### config.mk
export PLATFORM = sky130hd
export DESIGN_NAME = puf_pair_seq
export DESIGN_NICKNAME = d
export VERILOG_FILES = /design/src/rtl/puf_seq_pkg.sv /design/src/rtl/puf_pair_gen.sv /design/src/rtl/puf_resp_shreg.sv /design/src/rtl/puf_seq_ctrl.sv /design/src/rtl/puf_pair_seq.sv
export SDC_FILE = /design/constraint.sdc
export NUM_CORES = 1
export LEC_CHECK = 0
export CAP_MARGIN = 15
export CORE_ASPECT_RATIO = 0.7
export CORE_UTILIZATION = 63
export CTS_CLUSTER_SIZE = 40
export DETAILED_ROUTE_END_ITERATION = 10
export DONT_BUFFER_PORTS = 1
export PLACE_DENSITY = 0.79
export SETUP_SLACK_MARGIN = 0.15
export SYNTH_ARGS = -nofsm -noshare
export SYNTH_HDL_FRONTEND = slang
export SYNTH_HIERARCHICAL = 1
export SYNTH_SLANG_ARGS = --single-unit
export TNS_END_PERCENT = 100
### constraint.sdc
create_clock -name clk_i -period 1.9 [get_ports clk_i]
set_clock_uncertainty 0.1 [all_clocks]
set_input_delay 0.285 -clock clk_i [delete_from_list [all_inputs] [get_ports clk_i]]
set_output_delay 0.285 -clock clk_i [all_outputs]
set_load 0.05 [all_outputs]
### src/rtl/puf_seq_pkg.sv
package puf_seq_pkg;
  typedef enum logic [1:0] {
    ST_IDLE  = 2'd0,
    ST_ISSUE = 2'd1,
    ST_WAIT  = 2'd2
  } seq_state_e;
endpackage

### src/rtl/puf_pair_gen.sv
module puf_pair_gen #(
  parameter int IDX_W = 6,
  parameter int OFF_A = 1,
  parameter int OFF_B = 4,
  localparam int CNT_W = IDX_W + 1
) (
  input  logic [CNT_W-1:0] chal_i,
  output logic [IDX_W-1:0] idx_a_o,
  output logic [IDX_W-1:0] idx_b_o
);
  localparam logic [IDX_W-1:0] OffA = IDX_W'(OFF_A);
  localparam logic [IDX_W-1:0] OffB = IDX_W'(OFF_B);

  logic             fam_hi;
  logic [IDX_W-1:0] base;

  assign fam_hi  = chal_i[CNT_W-1];
  assign base    = chal_i[IDX_W-1:0];
  assign idx_a_o = base;
  // natural wrap of the IDX_W-bit sum gives modulo bank size
  assign idx_b_o = base + (fam_hi ? OffB : OffA);
endmodule

### src/rtl/puf_resp_shreg.sv
module puf_resp_shreg #(
  parameter int N = 128
) (
  input  logic         clk_i,
  input  logic         rst_ni,
  input  logic         clr_i,
  input  logic         shift_i,
  input  logic         bit_i,
  output logic [N-1:0] resp_o
);
  always_ff @(posedge clk_i or negedge rst_ni) begin
    if (!rst_ni)      resp_o <= '0;
    else if (clr_i)   resp_o <= '0;
    else if (shift_i) resp_o <= {bit_i, resp_o[N-1:1]};  // first bit drifts to LSB
  end

  a_r8_idle_hold: assert property (@(posedge clk_i) disable iff (!rst_ni)
    (!clr_i && !shift_i) |=> $stable(resp_o));
endmodule

### src/rtl/puf_seq_ctrl.sv
module puf_seq_ctrl
  import puf_seq_pkg::*;
#(
  parameter int CNT_W = 7
) (
  input  logic             clk_i,
  input  logic             rst_ni,
  input  logic             start_i,
  input  logic             bit_done_i,
  output logic             busy_o,
  output logic             done_o,
  output logic             req_o,
  output logic [CNT_W-1:0] chal_o,
  output logic             clr_o,
  output logic             shift_o
);
  seq_state_e       state_q;
  logic [CNT_W-1:0] cnt_q;
  logic             done_q;
  logic             last;

  assign last    = (cnt_q == '1);
  assign busy_o  = (state_q != ST_IDLE);
  assign req_o   = (state_q == ST_ISSUE);
  assign done_o  = done_q;
  assign chal_o  = cnt_q;
  assign clr_o   = (state_q == ST_IDLE) && start_i;
  assign shift_o = (state_q == ST_WAIT) && bit_done_i;

  always_ff @(posedge clk_i or negedge rst_ni) begin
    if (!rst_ni) begin
      state_q <= ST_IDLE;
      cnt_q   <= '0;
      done_q  <= 1'b0;
    end else begin
      done_q <= 1'b0;
      unique case (state_q)
        ST_IDLE: if (start_i) begin
          state_q <= ST_ISSUE;
          cnt_q   <= '0;
        end
        ST_ISSUE: state_q <= ST_WAIT;
        ST_WAIT: if (bit_done_i) begin
          if (last) begin
            state_q <= ST_IDLE;
            done_q  <= 1'b1;
          end else begin
            state_q <= ST_ISSUE;
            cnt_q   <= cnt_q + CNT_W'(1);
          end
        end
        default: state_q <= ST_IDLE;
      endcase
    end
  end

  a_r5_req_pulse: assert property (@(posedge clk_i) disable iff (!rst_ni)
    req_o |=> !req_o);
  a_r7_done_pulse: assert property (@(posedge clk_i) disable iff (!rst_ni)
    done_o |=> !done_o);
  a_r7_done_idle: assert property (@(posedge clk_i) disable iff (!rst_ni)
    done_o |-> !busy_o);
  a_r5_no_req_waiting: assert property (@(posedge clk_i) disable iff (!rst_ni)
    (busy_o && !req_o && !bit_done_i) |=> !req_o);
endmodule

### src/rtl/puf_pair_seq.sv
module puf_pair_seq #(
  parameter int IDX_W = 6,
  parameter int OFF_A = 1,
  parameter int OFF_B = 4,
  localparam int NUM_RO = 1 << IDX_W,
  localparam int NUM_CH = 2 * NUM_RO,
  localparam int CNT_W  = IDX_W + 1
) (
  input  logic              clk_i,
  input  logic              rst_ni,
  input  logic              start_i,
  output logic              busy_o,
  output logic              done_o,
  output logic              req_o,
  output logic [IDX_W-1:0]  idx_a_o,
  output logic [IDX_W-1:0]  idx_b_o,
  input  logic              bit_i,
  input  logic              bit_done_i,
  output logic [NUM_CH-1:0] resp_o
);
  logic [CNT_W-1:0] chal;
  logic             clr;
  logic             shift;

  puf_seq_ctrl #(.CNT_W(CNT_W)) i_ctrl (
    .clk_i      (clk_i),
    .rst_ni     (rst_ni),
    .start_i    (start_i),
    .bit_done_i (bit_done_i),
    .busy_o     (busy_o),
    .done_o     (done_o),
    .req_o      (req_o),
    .chal_o     (chal),
    .clr_o      (clr),
    .shift_o    (shift)
  );

  puf_pair_gen #(.IDX_W(IDX_W), .OFF_A(OFF_A), .OFF_B(OFF_B)) i_gen (
    .chal_i  (chal),
    .idx_a_o (idx_a_o),
    .idx_b_o (idx_b_o)
  );

  puf_resp_shreg #(.N(NUM_CH)) i_resp (
    .clk_i   (clk_i),
    .rst_ni  (rst_ni),
    .clr_i   (clr),
    .shift_i (shift),
    .bit_i   (bit_i),
    .resp_o  (resp_o)
  );

  a_r2_first_pair: assert property (@(posedge clk_i) disable iff (!rst_ni)
    (start_i && !busy_o) |=> (req_o && idx_a_o == '0 && idx_b_o == IDX_W'(OFF_A) && resp_o == '0));
endmodule

==> impl_metrics.csv, run 1 <==
group,metric,value,unit
outcome,status,"finished, violations left",
outcome,violations,"hold timing, setup timing",
synthesis,synth_top_area_share,0.5775,
grt,use_met3,0.1025,
clock_tree,clk_pin_slew,0.06,ns
die,die_w,118.4,um
grt,grtUsageMet1,0.3195,
synthesis,yosys-top-cells-area,"dfrtp_1 58%, mux2i_1 22%, nor2_1 8.2%",
clock_tree,numCtsBuffers,17,
grt,grt_pass1_vias,3919,
final_layout,drive_gt1_frac,0.1966,
power,pwr-share-comb,0.223,
synthesis,synth-compound-area-share,0.02072,
synthesis,synth_fa_ha_area_frac,0.008370,
synthesis,yosysTopAreaCell,"dfrtp_1",
synthesis,yosysMostFrequentCell,"dfrtp_1",
clock_tree,h-tree-depth,4,
flow_run,drv_cap,0,
setup_path,crit_chain,"inv_2 -> ha_4 -> ha_4 -> a21o_4 -> nand2_4 -> xnor2_4 -> buf_12",
routing,drtIter0Drc,242,
sta,holdWs,-0.5339,ns
setup_path,slowest_stage,"dfrtp_2",
sta,min_period,2.178,ns
sta,final-max-slew-violation-count,0,
synthesis,synthArstFlopShare,1.000,
grt,busiest_layer,"met2",
setup_path,worstSetupEndpointType,"primary output",
power,p_int,6060,uW
routing,route.vias.total,3796,
power,cellLeakagePower,0.003332,uW
sta,grt_setup_unrepaired,"true",
sta,finalHoldViolations,138,
placement,dpl.hpwl,7.698,mm
setup_path,worstSetupPathType,"reg2out",
grt,grt_usage,0.2772,
setup_path,cpLargestDelayFamily,"flip-flops",
synthesis,synth-seq-area-share,0.5775,
clock_tree,cts-hold-fix-buffers,1,
setup_path,critPathLaunchType,"flip-flop",
grt,grt_pass1_wl,20.83,mm
die,fp.coreArea,9144,sq um
synthesis,synth_nets,496,
synthesis,synth_edf_count,0,
final_layout,insertedDiodeCount,0,
hold_path,hp-class,"in2async",
synthesis,synthTopCellsByCount,"138 x dfrtp_1, 131 x nor2_1, 130 x mux2i_1",
setup_path,critPathRequiredTime,1.51,ns
final_layout,syn_to_final_growth,18.37,%
sta,fin_ws,-0.2784,ns
setup_path,r2r-start,"i_ctrl/chal_o[0]",
die,initial_utilization,0.6539,
clock_tree,cts_tree,"built",
setup_path,critPathMaxFanout,3,
clock_tree,clock-sinks,138,
synthesis,synth_top_family_by_area,"multiplexers",
synthesis,synthCells,487,
routing,dr.pass1.iters,5,
synthesis,yosysWarnings,6,
setup_path,max_stage_delay,0.41,ns
routing,ant_nets,0,
power,powerDensity,1211,nW/um^2
die,core.rowCount,29,
sta,max-slew-margin-rel,0.6154,
power,clkPwrFrac,0.409,
routing,drt-total-wl,12.81,mm
synthesis,synth_xor_area_frac,0.005859,
synthesis,synthMuxAreaShare,0.2176,
power,ir_drop,1084,uV
synthesis,yosys_most_used_dff,"dfrtp_1",
clock_tree,cts_max_path_buffers,2,
clock_tree,root_buffer,"clkbuf_16",
placement,gp_congestion,0.8393,
power,p_switching,2513,uW
sta,fmaxAchievable,459.1,MHz
placement,port_buffers,0,
routing,drcViolationCount,0,
synthesis,synth-seq-cells,138,
synthesis,synth.cell_area,5979,sq um
grt,antenna_found_initial,0,
die,die_y,83.51,um
sta,setup_violations,4,
final_layout,fin_nets,526,
sta,finalCritPeriodShare,1.147,
setup_path,cp_common_cell,"ha_4",
grt,use_met2,0.4626,
routing,viasPerCell,5.813,
power,switching_share,0.2932,
setup_path,path_buf_inv,2,
clock_tree,clkLatencyLatePin,0.41,ns
routing,drt-wirelength-per-cell,19.62,um
grt,gr-total-overflow,0,
grt,grt_max_degree,139,
setup_path,cp.arrival,1.79,ns
power,p_seq_frac,0.367,
synthesis,yosys.area_share.simple,0.1044,
setup_path,cp-startpoint,"i_ctrl/chal_o[6]",
die,ios,148,
power,power,8574,uW
die,dieArea,9891,sq um
sta,tightest_slew,0.5768,ns
synthesis,synth.distinct_cells,36,
synthesis,syn_area_per_cell,12.28,sq um
-- power groups by stage --
stage | Combinational [uW] | Clock [uW] | Sequential (uW)
2_1_floorplan | 1500 | 0 | 3180
3_3_place_gp | 1670 | 0 | 3190
3_5_place_dp | 1700 | 0 | 3200
4_1_cts | 1860 | 3560 | 3140
5_1_grt | 2000 | 3680 | 3150
6_report | 1920 | 3510 | 3150
-- flip-flops by register name, indices dropped and copies added, names as in the netlist --
register and count:
i_ctrl/done_o 1, i_ctrl/state_q 2, i_resp/resp_o 128, i_ctrl/chal_o 7
-- per-stage QoR --
step	setup slack (ns)	instance area [sq um]	cells	setup TNS (ns)	utilization
floorplan	0.1145	6086	487	0	-
global placement	0.1034	6261	606	0	0.6847
detailed placement	0.07339	6261	606	0	0.6847
CTS	-0.2649	7058	651	-0.8654	0.7719
global route	-0.3220	7078	653	-1.055	0.7741
finish	-0.2784	7078	653	-0.8856	0.7741
-- cell usage in the layout (no fill, tap or decap), drive strengths merged, types with 3 or more instances in the layout --
cell type / count
a21oi: 3
buf: 43
bufinv: 4
clkbuf: 18
clkinv: 4
clkinvlp: 4
dfrtp: 138
ha: 4
inv: 7
mux2i: 130
nand2: 8
nand3: 4
nor2: 132
o21ai: 5
or2: 3
-- cell families after synthesis --
group / Yosys count
buffers and inverters: 39
xor gates and xnor gates: 4
adders and majority gates: 4
muxes: 130
DFF: 138
and+or+nand+nor: 155
AOI/OAI and AO/OA: 17
-- worst paths after layout --
kind                                     endpoint  cells past startpoint  slack, ns
worst max register to register   i_ctrl/chal_o[2]                      6       0.07
min in group clk_i              i_ctrl/state_q[1]                      2       0.04
worst min register to register   i_ctrl/chal_o[6]                      2       0.52
worst max-delay path                   idx_b_o[4]                      7      -0.28
max in group asynchronous        i_ctrl/chal_o[6]                      0       2.05
worst min-delay path            i_resp/resp_o[81]                      0      -0.53
-- area by class of cell --
| cell class | count | area [sq um] |
|---|---|---|
| sequential | 138 | 3458 |
| multi-input combinational | 310 | 2292 |
| fill | 562 | 2066 |
| timing repair buffer | 44 | 511.7 |
| clock buffer | 18 | 439.2 |
| clock inverter | 13 | 193.9 |
| tap | 124 | 155.1 |
| inverter | 5 | 23.77 |
| timing repair inverter | 1 | 3.754 |
-- metal layers --
metal  vias to the layer above  routed length (um)
li1                       1685                   -
met2                       139                6396
met4                         0                 288
met1                      1947                5012
met5                         -                   0
met3                        25                1116
-- repair_timing --
action / CTS / global route
gates cloned: 1 / 0
pin swaps: 4 / 0
gates resized for setup: 17 / 2
endpoints found under the setup margin: 25 / 12
endpoints found under the hold margin: 139 / 138
buffers inserted: 12 / 2
Note: power is estimated with default switching activity, not from simulation.
==> run 2: changes to the inputs <==
--- a/config.mk
+++ b/config.mk
@@ -8,6 +8,7 @@
 export CAP_MARGIN = 15
 export CORE_ASPECT_RATIO = 0.7
 export CORE_UTILIZATION = 63
+export CTS_CLUSTER_DIAMETER = 120
 export CTS_CLUSTER_SIZE = 40
 export DETAILED_ROUTE_END_ITERATION = 10
 export DONT_BUFFER_PORTS = 1
==> results of run 2 <==
Same layout as run 1: the final DEF is identical, and so are final timing and power.
